[src/rtl/pmt_pkg.sv]
package pmt_pkg;
  localparam int PMT_VPN_W  = 4;
  localparam int PMT_OFF_W  = 8;
  localparam int PMT_PPN_W  = 3;
  localparam int PMT_DADR_W = 16;

  typedef enum logic [1:0] {
    LK_IDLE = 2'd0,
    LK_HIT  = 2'd1,
    LK_MISS = 2'd2
  } lk_state_e;
endpackage

[src/rtl/pmt_map_store.sv]
module pmt_map_store #(
  parameter int VPN_W  = 4,
  parameter int PPN_W  = 3,
  parameter int DADR_W = 16
) (
  input  logic              clk,
  input  logic              rst_n,
  // handler write
  input  logic              wr_en,
  input  logic [VPN_W-1:0]  wr_vpn,
  input  logic              wr_res,
  input  logic              wr_dirty,
  input  logic [PPN_W-1:0]  wr_ppn,
  input  logic [DADR_W-1:0] wr_dadr,
  // dirty mark from accepted store
  input  logic              mark_en,
  input  logic [VPN_W-1:0]  mark_vpn,
  // lookup read port
  input  logic [VPN_W-1:0]  lk_vpn,
  output logic              lk_res,
  output logic [PPN_W-1:0]  lk_ppn,
  output logic [DADR_W-1:0] lk_dadr,
  // inspect read port
  input  logic [VPN_W-1:0]  in_vpn,
  output logic              in_res,
  output logic              in_dirty,
  output logic [PPN_W-1:0]  in_ppn,
  output logic [DADR_W-1:0] in_dadr,
  // flag vectors
  output logic [(1<<VPN_W)-1:0] res_vec,
  output logic [(1<<VPN_W)-1:0] dirty_vec
);
  localparam int PAGES = 1 << VPN_W;

  logic [PPN_W-1:0]  ppn_arr  [PAGES];
  logic [DADR_W-1:0] dadr_arr [PAGES];

  for (genvar g = 0; g < PAGES; g++) begin : g_ent
    logic              sel_wr;
    logic              sel_mark;
    logic              r_q;
    logic              d_q;
    logic [PPN_W-1:0]  p_q;
    logic [DADR_W-1:0] a_q;

    assign sel_wr   = wr_en   && (wr_vpn   == VPN_W'(g));
    assign sel_mark = mark_en && (mark_vpn == VPN_W'(g));

    always_ff @(posedge clk or negedge rst_n) begin
      if (!rst_n) begin
        r_q <= 1'b0;
        d_q <= 1'b0;
        p_q <= '0;
        a_q <= '0;
      end else if (sel_wr) begin
        r_q <= wr_res;
        d_q <= wr_dirty;
        p_q <= wr_ppn;
        a_q <= wr_dadr;
      end else if (sel_mark) begin
        d_q <= 1'b1;
      end
    end

    assign res_vec[g]   = r_q;
    assign dirty_vec[g] = d_q;
    assign ppn_arr[g]   = p_q;
    assign dadr_arr[g]  = a_q;
  end

  assign lk_res   = res_vec[lk_vpn];
  assign lk_ppn   = ppn_arr[lk_vpn];
  assign lk_dadr  = dadr_arr[lk_vpn];

  assign in_res   = res_vec[in_vpn];
  assign in_dirty = dirty_vec[in_vpn];
  assign in_ppn   = ppn_arr[in_vpn];
  assign in_dadr  = dadr_arr[in_vpn];
endmodule

[src/rtl/pmt_lookup.sv]
module pmt_lookup
  import pmt_pkg::*;
#(
  parameter int VPN_W  = 4,
  parameter int OFF_W  = 8,
  parameter int PPN_W  = 3,
  parameter int DADR_W = 16
) (
  input  logic                    clk,
  input  logic                    rst_n,
  input  logic                    req_valid,
  input  logic [VPN_W+OFF_W-1:0]  req_va,
  input  logic                    req_store,
  output logic [VPN_W-1:0]        ent_vpn,
  input  logic                    ent_res,
  input  logic [PPN_W-1:0]        ent_ppn,
  input  logic [DADR_W-1:0]       ent_dadr,
  output logic                    req_ready,
  output logic [PPN_W+OFF_W-1:0]  pa,
  output logic                    mark_en,
  output logic [VPN_W-1:0]        mark_vpn,
  output logic                    fault,
  output logic [VPN_W-1:0]        fault_vpn,
  output logic [DADR_W-1:0]       fault_dadr
);
  localparam int VA_W = VPN_W + OFF_W;

  lk_state_e          st;
  logic               fault_q;
  logic [VPN_W-1:0]   fvpn_q;
  logic [DADR_W-1:0]  fdadr_q;

  assign ent_vpn = req_va[VA_W-1:OFF_W];

  always_comb begin
    if (!req_valid)   st = LK_IDLE;
    else if (ent_res) st = LK_HIT;
    else              st = LK_MISS;
  end

  assign req_ready = ent_res;
  assign pa        = {ent_ppn, req_va[OFF_W-1:0]};
  assign mark_en   = (st == LK_HIT) && req_store;
  assign mark_vpn  = ent_vpn;

  always_ff @(posedge clk or negedge rst_n) begin
    if (!rst_n) begin
      fault_q <= 1'b0;
      fvpn_q  <= '0;
      fdadr_q <= '0;
    end else begin
      fault_q <= (st == LK_MISS);
      if (st == LK_MISS) begin
        fvpn_q  <= ent_vpn;
        fdadr_q <= ent_dadr;
      end
    end
  end

  assign fault      = fault_q;
  assign fault_vpn  = fvpn_q;
  assign fault_dadr = fdadr_q;
endmodule

[src/rtl/page_map_xlate.sv]
module page_map_xlate
  import pmt_pkg::*;
#(
  parameter int VPN_W  = PMT_VPN_W,
  parameter int OFF_W  = PMT_OFF_W,
  parameter int PPN_W  = PMT_PPN_W,
  parameter int DADR_W = PMT_DADR_W
) (
  input  logic                   clk,
  input  logic                   rst_n,
  input  logic                   req_valid,
  output logic                   req_ready,
  input  logic [VPN_W+OFF_W-1:0] req_va,
  input  logic                   req_store,
  output logic [PPN_W+OFF_W-1:0] pa_o,
  output logic                   fault_o,
  output logic [VPN_W-1:0]       fault_vpn_o,
  output logic [DADR_W-1:0]      fault_dadr_o,
  input  logic                   upd_en,
  input  logic [VPN_W-1:0]       upd_vpn,
  input  logic                   upd_resident,
  input  logic                   upd_dirty,
  input  logic [PPN_W-1:0]       upd_ppn,
  input  logic [DADR_W-1:0]      upd_dadr,
  input  logic [VPN_W-1:0]       insp_vpn,
  output logic                   insp_resident,
  output logic                   insp_dirty,
  output logic [PPN_W-1:0]       insp_ppn,
  output logic [DADR_W-1:0]      insp_dadr
);
  localparam int PAGES = 1 << VPN_W;

  logic [VPN_W-1:0]  lk_vpn;
  logic              lk_res;
  logic [PPN_W-1:0]  lk_ppn;
  logic [DADR_W-1:0] lk_dadr;
  logic              mark_en;
  logic [VPN_W-1:0]  mark_vpn;
  logic [PAGES-1:0]  resident_vec;
  logic [PAGES-1:0]  dirty_vec;

  pmt_map_store #(
    .VPN_W (VPN_W),
    .PPN_W (PPN_W),
    .DADR_W(DADR_W)
  ) u_store (
    .clk      (clk),
    .rst_n    (rst_n),
    .wr_en    (upd_en),
    .wr_vpn   (upd_vpn),
    .wr_res   (upd_resident),
    .wr_dirty (upd_dirty),
    .wr_ppn   (upd_ppn),
    .wr_dadr  (upd_dadr),
    .mark_en  (mark_en),
    .mark_vpn (mark_vpn),
    .lk_vpn   (lk_vpn),
    .lk_res   (lk_res),
    .lk_ppn   (lk_ppn),
    .lk_dadr  (lk_dadr),
    .in_vpn   (insp_vpn),
    .in_res   (insp_resident),
    .in_dirty (insp_dirty),
    .in_ppn   (insp_ppn),
    .in_dadr  (insp_dadr),
    .res_vec  (resident_vec),
    .dirty_vec(dirty_vec)
  );

  pmt_lookup #(
    .VPN_W (VPN_W),
    .OFF_W (OFF_W),
    .PPN_W (PPN_W),
    .DADR_W(DADR_W)
  ) u_lookup (
    .clk       (clk),
    .rst_n     (rst_n),
    .req_valid (req_valid),
    .req_va    (req_va),
    .req_store (req_store),
    .ent_vpn   (lk_vpn),
    .ent_res   (lk_res),
    .ent_ppn   (lk_ppn),
    .ent_dadr  (lk_dadr),
    .req_ready (req_ready),
    .pa        (pa_o),
    .mark_en   (mark_en),
    .mark_vpn  (mark_vpn),
    .fault     (fault_o),
    .fault_vpn (fault_vpn_o),
    .fault_dadr(fault_dadr_o)
  );
endmodule

[config.mk]
export PLATFORM = sky130hd
export DESIGN_NAME = page_map_xlate
export DESIGN_NICKNAME = d
export VERILOG_FILES = /design/src/rtl/pmt_pkg.sv /design/src/rtl/pmt_map_store.sv /design/src/rtl/pmt_lookup.sv /design/src/rtl/page_map_xlate.sv
export SDC_FILE = /design/constraint.sdc
export NUM_CORES = 1
export LEC_CHECK = 0
export CORE_ASPECT_RATIO = 1.2
export CORE_MARGIN = 2
export CORE_UTILIZATION = 55
export CTS_BUF_LIST = sky130_fd_sc_hd__clkbuf_8
export DETAILED_ROUTE_END_ITERATION = 8
export HOLD_SLACK_MARGIN = 0.06
export PLACE_DENSITY = 0.74
export SYNTH_ARGS = -nofsm -noshare
export SYNTH_HDL_FRONTEND = slang
export SYNTH_HIERARCHICAL = 1
export SYNTH_SLANG_ARGS = --single-unit
[constraint.sdc]
create_clock -name clk -period 2.25 [get_ports clk]
set_input_delay 0.3375 -clock clk [delete_from_list [all_inputs] [get_ports clk]]
set_output_delay 0.3375 -clock clk [all_outputs]
set_load 0.01 [all_outputs]
Word-level counts from Yosys, hierarchy flattened --
Index checks and enable logic that the tools add are counted.
Word-level totals: register bits 357, logic and storage cells 208, input port bits 46
Operators by class: bitwise operators 2, multiplexer cells 52, eq/ne operators 32, reduce and logical (&&, ||, !) cells 51, $lt $le $gt $ge 4
Operators by type and width (number):
- 16-bit binary-select mux with 4-bit select | 2
- 4-bit equality test (second input constant) | 16
- 16-bit 2-to-1 mux | 4
- 1-bit 2-to-1 mux | 35
- 1-bit logical AND | 33
- 4-bit by 3-bit equality test with 1-bit output (second input constant) | 8
- 2-bit nonzero test | 16
- 3-bit binary-select mux with 4-bit select | 2
- 4-bit by 2-bit equality test with 1-bit output (second input constant) | 4
- 1-bit binary-select mux with 4-bit select | 3
- 3-bit 2-to-1 mux | 4
- 5-bit >= comparator (second input constant) | 2
- 4-bit by 5-bit < comparator with 1-bit output (second input constant) | 2
- 4-bit inverter with 5-bit output | 2
- 4-bit by 1-bit equality test with 1-bit output (second input constant) | 2
- 4-bit logical NOT | 2
- 2-bit 2-to-1 mux | 2
- 2-bit by 1-bit equality test with 1-bit output (second input constant) | 1
- 2-bit equality test (second input constant) | 1

Longest topological paths before layout --
depth after elaboration 9, mapped depth 10, gate-level depth less buffers 7

Hierarchy --
Netlist, hierarchy kept.
By module, submodules not included:
- pmt_map_store | instances 1, cells an instance 1154, area an instance 17713.2 sq um, sequential area each 8408.1 sq um
- pmt_lookup | instances 1, cells an instance 66, area an instance 1018.5 sq um, sequential area each 525.5 sq um

Worst setup path before layout --
OpenSTA, ideal clock, no wires.
path kind in2reg, start input port req_va[8], end register u_store.g_ent[15].d_q, arrival 2.193 ns, library setup time 0.128 ns, required time 2.122 ns, stages on the path 10, setup slack -0.071 ns, cell sequence buf_4 buf_2 buf_2 mux4_2 a22oi_1 nand2_1 and3_1 and3_1 a31oi_1 mux2i_1
On the way: longest elaborated chain between the ends 8
RTL lines:
- from (decl) | RTL line page_map_xlate.sv:13 | input logic [VPN_W+OFF_W-1:0] req_va,
- 1-bit binary-select mux with 4-bit select | RTL line pmt_map_store.sv:71 | assign lk_res = res_vec[lk_vpn];
- 1-bit 2-to-1 mux (implied by the code) | RTL line pmt_map_store.sv:71
- net lk_res | RTL line page_map_xlate.sv:34 | logic lk_res;
- 2-bit 2-to-1 mux | RTL line pmt_lookup.sv:37 | else if (ent_res) st = LK_HIT;
- 2-bit 2-to-1 mux | RTL line pmt_lookup.sv:36 | if (!req_valid) st = LK_IDLE;
- 2-bit by 1-bit equality test with 1-bit output | RTL line pmt_lookup.sv:43 | assign mark_en = (st == LK_HIT) && req_store;
- 1-bit logical AND | RTL line pmt_lookup.sv:43
- net mark_en | RTL line page_map_xlate.sv:37 | logic mark_en;
- 1-bit logical AND | RTL line pmt_map_store.sv:47 | assign sel_mark = mark_en && (mark_vpn == VPN_W'(g));
- 2-bit nonzero test (no line)
- to (signal assigned) | RTL line pmt_map_store.sv:57 | d_q <= wr_dirty;
- to (decl) | RTL line pmt_map_store.sv:42 | logic d_q;
The timed path passes the listed nets, and every way through them passes these cells. The select of a mux whose other input is x is not followed. A chain may end at the register's enable or synchronous reset.

Worst setup path in the final report --
start register u_store.g_ent[3].r_q, end output port req_ready
On the way: longest elaborated chain between the ends 2
RTL lines:
- from (decl) | RTL line pmt_map_store.sv:41 | logic r_q;
- from (signal assigned) | RTL line pmt_map_store.sv:56 | r_q <= wr_res;
- 1-bit binary-select mux with 4-bit select | RTL line pmt_map_store.sv:71
- 1-bit 2-to-1 mux (implied by the code) | RTL line pmt_map_store.sv:71
- to (decl) | RTL line page_map_xlate.sv:12 | output logic req_ready,
Every way passes these cells. The select of a mux whose other input is x is not followed.

==> results.md <==
- Die height: 204.9 um
- Crit path kind: register to output port
- CP required: 1910 ps
- Number of I/O port buffers: 83
- Post-Route WL: 49040 um
- Final worst path period share: 1.044
- Layout cells sized above 1: 0.6054
- Final setup vio count: 8
- Worst Path Max Fanout: 3
- Commonest non-fill, non-tap cells in the layout: dfrtp_1, mux2_2, mux4_2
- P per Cell Area: 906.0 nW/um^2
- 1st-iter DRT viols: 917
- Synth warnings: 6
- Ports: 100
- Post-route insts no fill: 1864
- Fmax: 425.6 MHz
- Sequential power share: 0.447
- Crit path to: req_ready
- GPL Wtd Cong: 0.8214
- Worst r2r path cells: 8
- Violated checks: setup timing
- CP bufs+invs: 1
- Grt ovf: 0
- Post-synth net total: 1234
- Hold Path Class: input port to register
- # placed instances: 1700
- NetSw: 5.639 mW
- Drt wl/cell: 26.31 um
- Crit path DAT: 2010 ps
- Pre-CTS setup slack: -561.2 ps
- Starting Density: 0.5577
- Routed Antenna Nets: 0
- Register-to-register setup slack: 10 ps
- Unrepaired setup endpoints after global routing: true
- Area of the mapped netlist: 18490 um^2
- Diodes inserted: 0
- Worst setup EP type: output port
- Worst slew pin tran: 579.5 ps
- Layout Utilization: 0.6735
- Fin worst setup slack: -99.54 ps
- Number of hold violations in the final report: 0
- Drt first pass iters: 5
- Reg2reg end: u_store/g_ent[15].d_q
- Area grow syn2layout: 20.75%
- Vias per inst: 6.360
- Crit path launch: u_store/g_ent[3].r_q
- Most common cell after layout, fill and taps aside: dfrtp_1
- Die Wd: 171.4 um
- Clock Path Buffers: 3
- CP Depth: 4
- Crit path launch type: register
- Clock Power Share: 0.279
- Synth Area per Inst: 15.57 um^2
- Leak: 9.578 nW
- Pin count of the biggest net entering global routing: 91
- Total CTS buffers: 58
- Max cap viols: 0
- Number of global-route vias before repair: 12562
- Die area: 35110 um^2
- Peak supply drop: 0.4617 mV
- Root buf cell: clkbuf_8
- CP cell instances: mux4_2, a22oi_2, nand2_2, buf_6
- Clk Latency, worst-skew pair: 620 ps
- TritonCTS clock tree: yes
- Site row count: 73
- H-tree level count: 2
- Setup Skew: 12.89 ps
- Reg2Reg Launch Point: u_store/g_ent[3].r_q
- CP max-delay cell: mux4_2
- Fin Hold WS: 129.9 ps
- Dpl hpwl: 30580 um
- CP delay by family, top: multiplexers
- Cell-internal power: 14.59 mW
- Switch share: 0.2788
- # clock sinks: 357
- Via count: 11855
- DR DRC count: 0
- Min Tclk post-route: 2350 ps
- First-pass GRT wire length: 75320 um
- Status: finished with violations
- Combinational Power Share: 0.274
- Antenna violations before repair: 1
- Slew margin rel.: 0.6125
- Core Area: 33160 um^2
- Worst path max stage delay: 480 ps
- Reg clk slew, reported paths: 60 ps
- Slew Limit Fails: 0
- Final net count: 1415
- Cell count after synthesis: 1188
- Global Route Usage Sum: 0.2913
## power by group through the flow
stage	logic, mW	registers, mW	clock network [mW]
after floorplan	3.52	8.87	0
after global placement	4.93	9.02	0
after detailed placement	5.05	9.15	0
after CTS	5.44	9.00	5.76
after global routing	5.91	9.24	6.03
final	5.54	9.04	5.65
## area by class of cell
cell class / count / area [um^2]
Timing Repair Buffer: 248 / 2469
Inverter: 4 / 15.01
Multi-Input combinational cell: 700 / 9171
Fill cell: 2302 / 10830
Clock buffer: 74 / 1018
Tap cell: 450 / 563.0
Clock inverter: 31 / 158.9
Sequential cell: 357 / 8934
## per-layer routing
| layer | global-route usage | share of wire | vias up |
|---|---|---|---|
| met5 | 0 | 0.00020 | - |
| met4 | 0.1265 | 0.038 | 2 |
| met3 | 0.04231 | 0.053 | 133 |
| met2 | 0.4914 | 0.51 | 408 |
| met1 | 0.3781 | 0.40 | 6355 |
| li1 | - | - | 4957 |
## registers in the layout (all words and copies together) (netlist names)
signal / count
u_store/g_ent.a_q: 256
u_lookup/fault_dadr: 16
u_lookup/fault: 1
u_store/g_ent.d_q: 16
u_store/g_ent.p_q: 48
u_lookup/fault_vpn: 4
u_store/g_ent.r_q: 16
## worst register-to-register path, cell delays in order, from the launching register on
cell and delay, ps:
dfrtp_1 390, mux4_2 480, a22oi_2 280, nand2_2 120
and3_1 200, buf_4 150, and3_1 230, a31oi_1 180
mux2i_1 80
## worst min path at each step
stage	startpoint	end	slack (ps)	cells past startpoint
finish	req_va[8]	u_lookup/fault_vpn[0]	130	2
global placement	rst_n	u_store/g_ent[12].p_q[1]	280	1
floorplan	rst_n	u_lookup/fault	40	0
global route	req_va[8]	u_lookup/fault_vpn[0]	130	2
CTS	req_va[8]	u_lookup/fault_vpn[0]	110	2
detailed placement	rst_n	u_store/g_ent[12].p_q[1]	280	1
## through the flow
stage | instance area (um^2) | total power [mW] | setup TNS (ps)
6_report | 22330 | 20.23 | -298.0
2_1_floorplan | 18520 | 12.39 | 0
4_1_cts | 22170 | 20.20 | -683.3
5_1_grt | 22330 | 21.19 | -1545
3_5_place_dp | 20530 | 14.20 | -21900
3_3_place_gp | 20530 | 13.95 | -16040
## repair_timing
| item | CTS | global route |
|---|---|---|
| hold buffers | 1 | 0 |
| endpoints found under the hold margin | 98 | 0 |
| endpoints found under the setup margin | 30 | 33 |
| pin swaps | 53 | 16 |
| gates resized for setup | 143 | 19 |
| buffers inserted | 49 | 9 |
Power figures use the tool's default switching activity.
